--- src/rtl/intSeqPkg.sv ---
package intSeqPkg;

  localparam int PC_W = 16;

  typedef enum logic [3:0] {
    S_IDLE,
    S_WAKE,
    S_PUSH_LO,
    S_PUSH_HI,
    S_ENT_GAP,
    S_ENT_VEC,
    S_POP_HI,
    S_POP_LO,
    S_RET_CAP,
    S_RET_LOAD
  } seqState_t;

  typedef struct packed {
    logic accept;   // capture PC, winner and base; clear global enable
    logic pushLo;   // write PC low byte at SP, SP--
    logic pushHi;   // write PC high byte at SP, SP--
    logic loadVec;  // drive vector, acknowledge
    logic popHi;    // read SP+1, SP++
    logic popLo;    // read SP+1, SP++, capture high byte
    logic capLo;    // capture low byte
    logic loadRet;  // drive restored PC, set global enable
    logic swWrOk;   // software may write global enable
  } seqStrobe_t;

endpackage

--- src/rtl/intSeqArbiter.sv ---
module intSeqArbiter #(
  parameter int NUM_SRC = 8,
  localparam int IDX_W = $clog2(NUM_SRC + 1)
) (
  input  logic [NUM_SRC-1:0] irqPending,
  input  logic [NUM_SRC-1:0] irqEnable,
  input  logic               gie,
  output logic               winValid,
  output logic [IDX_W-1:0]   winIdx
);

  logic [NUM_SRC-1:0] eligible;

  genvar g;
  generate
    for (g = 0; g < NUM_SRC; g++) begin : gMask
      assign eligible[g] = irqPending[g] & irqEnable[g] & gie;
    end
  endgenerate

  always_comb begin
    winIdx = '0;
    for (int i = NUM_SRC - 1; i >= 0; i--) begin
      if (eligible[i]) winIdx = IDX_W'(i + 1);
    end
  end

  assign winValid = |eligible;

endmodule

--- src/rtl/intSeqCtrl.sv ---
module intSeqCtrl
  import intSeqPkg::*;
#(
  parameter int WAKE_CYC = 4,
  localparam int CNT_W = $clog2(WAKE_CYC + 1)
) (
  input  logic       clk,
  input  logic       rstN,
  input  logic       winValid,
  input  logic       instrBoundary,
  input  logic       cpuAsleep,
  input  logic       retiReq,
  output seqStrobe_t strobe,
  output logic       busy,
  output logic       wakeUp
);

  seqState_t state, stateNext;
  logic [CNT_W-1:0] wakeCnt;
  logic takeRet, takeIrq;

  assign takeRet = (state == S_IDLE) && retiReq;
  assign takeIrq = (state == S_IDLE) && !retiReq && winValid &&
                   (instrBoundary || cpuAsleep);

  always_comb begin
    stateNext = state;
    unique case (state)
      S_IDLE: begin
        if (takeRet)      stateNext = S_POP_HI;
        else if (takeIrq) stateNext = cpuAsleep ? S_WAKE : S_PUSH_LO;
      end
      S_WAKE:     if (wakeCnt == CNT_W'(WAKE_CYC - 1)) stateNext = S_PUSH_LO;
      S_PUSH_LO:  stateNext = S_PUSH_HI;
      S_PUSH_HI:  stateNext = S_ENT_GAP;
      S_ENT_GAP:  stateNext = S_ENT_VEC;
      S_ENT_VEC:  stateNext = S_IDLE;
      S_POP_HI:   stateNext = S_POP_LO;
      S_POP_LO:   stateNext = S_RET_CAP;
      S_RET_CAP:  stateNext = S_RET_LOAD;
      S_RET_LOAD: stateNext = S_IDLE;
      default:    stateNext = S_IDLE;
    endcase
  end

  always_ff @(posedge clk or negedge rstN) begin
    if (!rstN) begin
      state   <= S_IDLE;
      wakeCnt <= '0;
    end else begin
      state <= stateNext;
      if (state == S_WAKE) wakeCnt <= wakeCnt + 1'b1;
      else                 wakeCnt <= '0;
    end
  end

  always_comb begin
    strobe         = '0;
    strobe.accept  = takeIrq;
    strobe.pushLo  = (state == S_PUSH_LO);
    strobe.pushHi  = (state == S_PUSH_HI);
    strobe.loadVec = (state == S_ENT_VEC);
    strobe.popHi   = (state == S_POP_HI);
    strobe.popLo   = (state == S_POP_LO);
    strobe.capLo   = (state == S_RET_CAP);
    strobe.loadRet = (state == S_RET_LOAD);
    strobe.swWrOk  = (state == S_IDLE);
  end

  assign busy   = (state != S_IDLE);
  assign wakeUp = (state == S_WAKE);

endmodule

--- src/rtl/intSeqDatapath.sv ---
module intSeqDatapath
  import intSeqPkg::*;
#(
  parameter int              NUM_SRC   = 8,
  parameter int              SP_W      = 16,
  parameter logic [SP_W-1:0] SP_INIT   = 16'h00FF,
  parameter logic [PC_W-1:0] BOOT_BASE = 16'h3800,
  localparam int IDX_W = $clog2(NUM_SRC + 1)
) (
  input  logic               clk,
  input  logic               rstN,
  input  seqStrobe_t         strobe,
  input  logic [IDX_W-1:0]   winIdx,
  input  logic [PC_W-1:0]    pcIn,
  input  logic               vecSel,
  input  logic               gieWrEn,
  input  logic               gieWrVal,
  input  logic [7:0]         stackRdData,
  output logic               gie,
  output logic               stackWrEn,
  output logic               stackRdEn,
  output logic [SP_W-1:0]    stackAddr,
  output logic [7:0]         stackWrData,
  output logic [SP_W-1:0]    sp,
  output logic               pcLoad,
  output logic [PC_W-1:0]    pcLoadValue,
  output logic [NUM_SRC-1:0] irqAck
);

  logic [PC_W-1:0]  savedPc;
  logic [IDX_W-1:0] ackIdx;
  logic             baseBoot;
  logic [7:0]       retHi, retLo;
  logic [PC_W-1:0]  vecAddr;
  logic             popping;

  assign popping = strobe.popHi | strobe.popLo;

  always_ff @(posedge clk or negedge rstN) begin
    if (!rstN) begin
      sp       <= SP_INIT;
      savedPc  <= '0;
      ackIdx   <= '0;
      baseBoot <= 1'b0;
      retHi    <= '0;
      retLo    <= '0;
      gie      <= 1'b0;
    end else begin
      if (strobe.pushLo || strobe.pushHi) sp <= sp - 1'b1;
      else if (popping)                   sp <= sp + 1'b1;

      if (strobe.accept) begin
        savedPc  <= pcIn;
        ackIdx   <= winIdx;
        baseBoot <= vecSel;
      end

      if (strobe.popLo) retHi <= stackRdData;
      if (strobe.capLo) retLo <= stackRdData;

      if (strobe.accept)                 gie <= 1'b0;
      else if (strobe.loadRet)           gie <= 1'b1;
      else if (strobe.swWrOk && gieWrEn) gie <= gieWrVal;
    end
  end

  assign vecAddr = (baseBoot ? BOOT_BASE : '0) + PC_W'({ackIdx, 1'b0});

  assign stackWrEn   = strobe.pushLo | strobe.pushHi;
  assign stackWrData = strobe.pushHi ? savedPc[15:8] : savedPc[7:0];
  assign stackRdEn   = popping;
  assign stackAddr   = popping ? (sp + 1'b1) : sp;

  assign pcLoad      = strobe.loadVec | strobe.loadRet;
  assign pcLoadValue = strobe.loadVec ? vecAddr : {retHi, retLo};

  genvar g;
  generate
    for (g = 0; g < NUM_SRC; g++) begin : gAck
      assign irqAck[g] = strobe.loadVec && (ackIdx == IDX_W'(g + 1));
    end
  endgenerate

endmodule

--- src/rtl/intSequencer.sv ---
module intSequencer
  import intSeqPkg::*;
#(
  parameter int              NUM_SRC   = 8,
  parameter int              SP_W      = 16,
  parameter logic [SP_W-1:0] SP_INIT   = 16'h00FF,
  parameter logic [15:0]     BOOT_BASE = 16'h3800,
  parameter int              WAKE_CYC  = 4
) (
  input  logic               clk,
  input  logic               rstN,
  input  logic [NUM_SRC-1:0] irqPending,
  input  logic [NUM_SRC-1:0] irqEnable,
  input  logic               instrBoundary,
  input  logic               cpuAsleep,
  input  logic               retiReq,
  input  logic [15:0]        pcIn,
  input  logic               gieWrEn,
  input  logic               gieWrVal,
  input  logic               vecSel,
  input  logic               rstBootSel,
  input  logic [7:0]         stackRdData,
  output logic               globalEn,
  output logic               busy,
  output logic               wakeUp,
  output logic               stackWrEn,
  output logic               stackRdEn,
  output logic [SP_W-1:0]    stackAddr,
  output logic [7:0]         stackWrData,
  output logic [SP_W-1:0]    spOut,
  output logic               pcLoad,
  output logic [15:0]        pcLoadValue,
  output logic [NUM_SRC-1:0] irqAck,
  output logic [15:0]        resetVector
);

  localparam int IDX_W = $clog2(NUM_SRC + 1);

  seqStrobe_t       strobe;
  logic             winValid;
  logic [IDX_W-1:0] winIdx;

  intSeqArbiter #(.NUM_SRC(NUM_SRC)) u_arb (
    .irqPending(irqPending),
    .irqEnable (irqEnable),
    .gie       (globalEn),
    .winValid  (winValid),
    .winIdx    (winIdx)
  );

  intSeqCtrl #(.WAKE_CYC(WAKE_CYC)) u_ctrl (
    .clk          (clk),
    .rstN         (rstN),
    .winValid     (winValid),
    .instrBoundary(instrBoundary),
    .cpuAsleep    (cpuAsleep),
    .retiReq      (retiReq),
    .strobe       (strobe),
    .busy         (busy),
    .wakeUp       (wakeUp)
  );

  intSeqDatapath #(
    .NUM_SRC  (NUM_SRC),
    .SP_W     (SP_W),
    .SP_INIT  (SP_INIT),
    .BOOT_BASE(BOOT_BASE)
  ) u_dp (
    .clk        (clk),
    .rstN       (rstN),
    .strobe     (strobe),
    .winIdx     (winIdx),
    .pcIn       (pcIn),
    .vecSel     (vecSel),
    .gieWrEn    (gieWrEn),
    .gieWrVal   (gieWrVal),
    .stackRdData(stackRdData),
    .gie        (globalEn),
    .stackWrEn  (stackWrEn),
    .stackRdEn  (stackRdEn),
    .stackAddr  (stackAddr),
    .stackWrData(stackWrData),
    .sp         (spOut),
    .pcLoad     (pcLoad),
    .pcLoadValue(pcLoadValue),
    .irqAck     (irqAck)
  );

  assign resetVector = rstBootSel ? BOOT_BASE : 16'h0000;

endmodule

--- config.mk ---
export PLATFORM = sky130hd
export DESIGN_NAME = intSequencer
export DESIGN_NICKNAME = d
export VERILOG_FILES = /design/src/rtl/intSeqPkg.sv /design/src/rtl/intSeqArbiter.sv /design/src/rtl/intSeqCtrl.sv /design/src/rtl/intSeqDatapath.sv /design/src/rtl/intSequencer.sv
export SDC_FILE = /design/constraint.sdc
export NUM_CORES = 1
export LEC_CHECK = 0
export BUFFER_PORTS_ARGS = -buffer_cell sky130_fd_sc_hd__clkbuf_2
export CAP_MARGIN = 10
export CORE_MARGIN = 1.5
export CORE_UTILIZATION = 30
export CTS_CLUSTER_DIAMETER = 60
export DETAILED_ROUTE_END_ITERATION = 8
export GPL_ROUTABILITY_DRIVEN = 0
export HOLD_SLACK_MARGIN = 0.15
export MAX_ROUTING_LAYER = met4
export SYNTH_ARGS = -nofsm -noshare
export SYNTH_HDL_FRONTEND = slang
export SYNTH_HIERARCHICAL = 1
export SYNTH_SLANG_ARGS = --single-unit
export TNS_END_PERCENT = 5
--- constraint.sdc ---
create_clock -name clk -period 2.68 [get_ports clk]
set_clock_uncertainty 0.1 [all_clocks]
set_input_delay 0.134 -clock clk [delete_from_list [all_inputs] [get_ports clk]]
set_output_delay 0.134 -clock clk [all_outputs]
set_load 0.02 [all_outputs]
## After elaboration in Yosys (flattened, before gate mapping)

Cells that the tools add are included.

- Add/sub/neg operators: 4
- Equal/unequal tests: 20
- Mux-type cells: 23
- Bitwise gates (word level): 19
- Reduce and logical (&&, ||, !) cells: 21

Operators by type and width:

| cell | count |
|---|---|
| 16-bit two-way mux | 3 |
| 4-bit two-way mux | 11 |
| 4-bit by 3-bit == test with 1-bit output (second input constant) | 8 |
| 4-bit case mux with 8 select lines | 1 |
| 14-bit two-way mux | 2 |
| 16-bit by 1-bit adder with 16-bit output (second input constant) | 1 |
| 16-bit by 5-bit adder with 16-bit output | 1 |
| 1-bit bitwise AND | 16 |
| 4-bit by 2-bit == test with 1-bit output (second input constant) | 4 |
| 16-bit by 1-bit subtractor with 16-bit output (second input constant) | 1 |
| 1-bit logical AND | 13 |
| 4-bit == test (second input constant) | 3 |
| 4-bit by 1-bit == test with 1-bit output (second input constant) | 2 |
| 8-bit two-way mux | 1 |
| 8-bit OR reduction | 1 |
| 4-bit logical NOT | 1 |
| 4-bit nonzero test | 1 |
| 3-bit by 1-bit adder with 3-bit output (second input constant) | 1 |
| 3-bit by 2-bit == test with 1-bit output (second input constant) | 1 |
| 1-bit two-way mux | 3 |
| 3-bit two-way mux | 1 |
| 3-bit inequality test (second input constant) | 1 |
| 1-bit bitwise OR | 3 |
| 3-bit nonzero test | 1 |
| other kinds (5) | 6 |

- Flip-flop bits (word level): 61
- Input bits: 49
- Output and inout bits: 86
- Logic and storage cells: 96

## Longest topological paths before layout

- Depth after elaboration: 10
- Mapped depth: 10
- Mapped depth without buffers: 8

## By module

The synthesis kept the hierarchy.

Modules (own cells, without submodules):

| module | times used | cells an instance | area an instance (µm²) | seq. area each (µm²) |
|---|---|---|---|---|
| intSeqDatapath | 1 | 258 | 2827.7 | 1361.3 |
| intSeqCtrl | 1 | 55 | 467.9 | 175.2 |
| intSeqArbiter | 1 | 21 | 146.4 | 0.0 |
| intSequencer | 1 | 17 | 123.9 | 0.0 |

## Worst setup path before layout

No wires, ideal clock.

- Kind: register to output
- From: register u_ctrl.state[3]
- To: output port stackAddr[7]
- Arrival time: 2.158 ns
- Data required time: 2.446 ns
- Setup slack: 0.288 ns
- Stages on the path, launching flop included: 10
- Buffers on the path: 1
- Cells stage by stage: dfrtp_1 -> clkinv_1 -> nand2_1 -> nor2_1 -> or2_1 -> buf_4 -> nand4_1 -> or2_2 -> nor2_1 -> xor2_1

RTL lines:

| what | line | text |
|---|---|---|
| from (decl) | intSeqCtrl.sv:18 | `seqState_t state, stateNext;` |
| from (signal assigned) | intSeqCtrl.sv:51 | `state <= stateNext;` |
| to (decl) | intSequencer.sv:28 | `output logic [SP_W-1:0] stackAddr,` |

==> results by group <==
Global route
  • Global router's overall resource usage: 14.6%
  • Remaining global-route overflow: 0
  • Number of antenna violations at the first check in global routing: 0
  • Global-route wire length before repair: 14.3 mm
  • Number of global-route vias before repair: 2,915
  • Largest net degree at the start of global routing: 62

Die
  • Number of ports placed on the die boundary: 135
  • Core area: 11,500 µm²
  • Vertical die dimension: 112 µm
  • Total Die Area: 12,500 µm²
  • Starting density of the core: 31.0%
  • Horiz. Die Dim: 112 µm
  • Site Rows: 39

Routing
  • Total wire length: 8.73 mm
  • Total via count after detailed routing: 3,057
  • Drc violations: 12
  • Detail Route Antenna Nets: 0
  • Iteration-0 DRC Markers: 144
  • Ratio of routed vias to standard cells: 4.70
  • Count of TritonRoute iterations in the first routing pass: 8
  • DR WL/cell: 13.4 µm

Setup path
  • Launch point of the critical path: u_ctrl/state[3]
  • Crit start category: flop
  • Reg2reg end: u_dp/sp[15]
  • Arrival time of data at the critical path endpoint: 2.29 ns
  • Crit path to: stackAddr[9]
  • Number of cells on the worst reg-to-reg path: 7
  • Required time of the worst setup path: 2.45 ns
  • Worst reg-to-reg setup slack: 0.46 ns
  • Category of the most critical setup path: reg -> out
  • Worst r2r src: u_ctrl/state[1]
  • Kind of end point of the critical path: primary output
  • Largest fanout on the critical path: 6

STA
  • Summed negative setup slack over all endpoints: 0 ns
  • Finish-stage setup viols: 0
  • Number of endpoints with negative hold slack in the final report: 0
  • Time the final worst path needs with I/O delays and setup: 2.52 ns
  • Headroom to the max-slew limit: 47.7%
  • Highest clock frequency the design can meet: 396 MHz
  • Final cycle utilization of the critical path: 94.1%
  • Slew Limit Fails: 0
  • Pin slew with the least headroom to its limit: 0.785 ns
  • Unrepaired setup endpoints after global routing: false

Cells and area
  • Layout cells sized above 1: 45.6%
  • Synth-to-layout area growth: 38.8%
  • FILL cells: 1,129
  • Nets@finish: 555
  • Diodes inserted: 0

Clock network
  • Clock Root Buffer: clkbuf_16
  • CTS tree: done
  • CTS H-tree lvls: 3
  • CTS clock-pin slew for the worst setup and hold paths: 0.05 ns
  • Number of buffers on the longest clock path: 2
  • Number of clock sinks: 61
  • Skew-Pair Late Insertion Delay: 0.32 ns
  • Number of buffers added by the clock tree synthesis step: 9

Yosys
  • Number of storage elements in the synthesis netlist: 61
  • Summed instance area of the synthesized netlist: 3570 µm²
  • Top-area cell type share of the netlist area: 37.2%
  • Share of synthesized flip-flops with an asynchronous set or reset: 100%
  • Count of flip-flops with a built-in enable after synthesis: 0
  • Average cell area after synthesis: 10.2 µm²
  • Number of distinct library cell variants in the gate-level netlist after synthesis: 55
  • Synth warn: 6
  • Top area cells in the synthesized netlist: dfrtp_1 (37%), mux2_2 (14%), dfstp_2 (5.9%)
  • Cell type with the highest aggregate area in the netlist: dfrtp_1
  • Flip-flop cell with the highest count after synthesis: dfrtp_1
  • Dominant cell by count in the synthesized netlist: dfrtp_1
  • Seq/Total Area, Yosys: 43.1%
  • Most instantiated cells after synthesis: dfrtp_1 (53), mux2_2 (44), nand2_1 (26)
  • Syn Inst Count: 351

Job
  • Max-cap violation count: 0

Run status
  • Failing checks: design-rule violations
  • Run status: finished with violations

Power and ir drop
  • Maximum ir drop on the vdd rail: 701 µV
  • Power density over the cells: 1210 nW/µm²
  • Pwr Total: 6.00 mW
  • Cell leakage power: 2.33 nW

Place
  • Count of input and output buffers: 117
  • HPWL after detailed placement: 6.16 mm

Hold path
  • Number of stages on the worst hold path: 0
  • Worst min-delay path class: in -> out
-- kinds of logic after synthesis --
logic type      count (synthesis)  share of synthesized area, %
xor+xnor                       30                          7.37
flops                          61                          43.1
mux                            44                          13.9
buf+inv                        48                          7.33
fa+ha+maj                       4                          1.40
other cells                     1                         0.105
compound gates                 42                          8.39
simple gates                  121                          18.4
-- layout make-up --
class	count	area, µm²	share of cell area (%)
inverter	12	47.5	0.960
timing repair buffer	164	1020	20.6
clock inverter	7	97.6	1.97
clock buffer	9	225	4.55
multi-input combinational	254	1840	37.3
tap	143	179	3.61
sequential	61	1540	31.1
-- worst min path at each step --
stage | startpoint | endpoint | slack, ns
floorplan | rstN | u_ctrl/state[0] | -0.26
global placement | rstBootSel | resetVector[12] | 0.17
detailed placement | rstBootSel | resetVector[12] | 0.17
CTS | rstBootSel | resetVector[12] | 0.17
global route | rstBootSel | resetVector[12] | 0.17
finish | rstBootSel | resetVector[13] | 0.17
-- metrics by stage --
stage / instances / util (%) / setup WS [ns] / hold WS, ns / area, µm²
6_report: 650 / 43.0 / 0.158 / 0.169 / 4950
5_1_grt: 650 / 43.0 / 0.00888 / 0.168 / 4950
4_1_cts: 645 / 42.4 / 0.0209 / 0.169 / 4880
3_5_place_dp: 599 / 36.9 / 0.252 / 0.169 / 4250
3_3_place_gp: 599 / 36.9 / 0.352 / 0.169 / 4250
2_1_floorplan: 363 / - / 0.288 / -0.262 / 3610
-- registers in the layout (all words and copies together) (netlist names) --
signal,flops
u_dp/baseBoot,1
u_dp/retLo,8
u_ctrl/wakeCnt,3
u_dp/gie,1
u_dp/savedPc,16
u_ctrl/state,4
u_dp/sp,16
u_dp/retHi,8
u_dp/ackIdx,4
-- where the power goes --
part           switching, mW  internal, mW  leakage (nW)
Combinational           1.65          1.25          1.43
Sequential             0.454          1.40         0.748
Clock                  0.425         0.818         0.152
Total                   2.53          3.47          2.33
-- cells in the final DEF, fill, tap and decap left out, types with 4 or more instances in the layout --
cell	n
a21oi_1	4
nand2_1	25
nor2_1	23
nor4_1	5
nand2b_1	6
nor3_1	9
o21ai_0	14
clkbuf_16	9
inv_1	9
ha_1	4
mux2_2	44
xor2_1	8
nand3_1	11
clkbuf_2	111
nand4_1	4
xnor2_1	22
conb_1	13
nor2b_1	10
buf_4	21
dlygate4sd3_1	29
dfrtp_1	51
dfstp_2	8
a31oi_1	4
a41oi_1	4
-- what timing repair did --
item	4_1_cts	5_1_grt
endpoints found under the hold margin	89	0
buffers inserted	1	5
hold buffers	29	0
pin swaps	1	2
gates resized for setup	3	17
setup endpoints to repair	6	10
-- per-layer routing --
layer	global-route usage (%)	up-vias	routed length, µm
met3	3.67	12	444
met2	23.3	102	4180
met1	18.8	1454	4010
met5	-	-	0
li1	-	1489	-
met4	3.63	0	92
-- worst max-delay path, stage by stage, from the launching register on --
cell and delay [ns]:
dfrtp_2 0.45, inv_4 0.10, nand2_2 0.08, nor2_2 0.12, or2_1 0.15, nand4_1 0.22, nor3_4 0.37, buf_4 0.17
xor2_1 0.15, buf_4 0.16
Note: power is estimated with default switching activity, not from simulation.
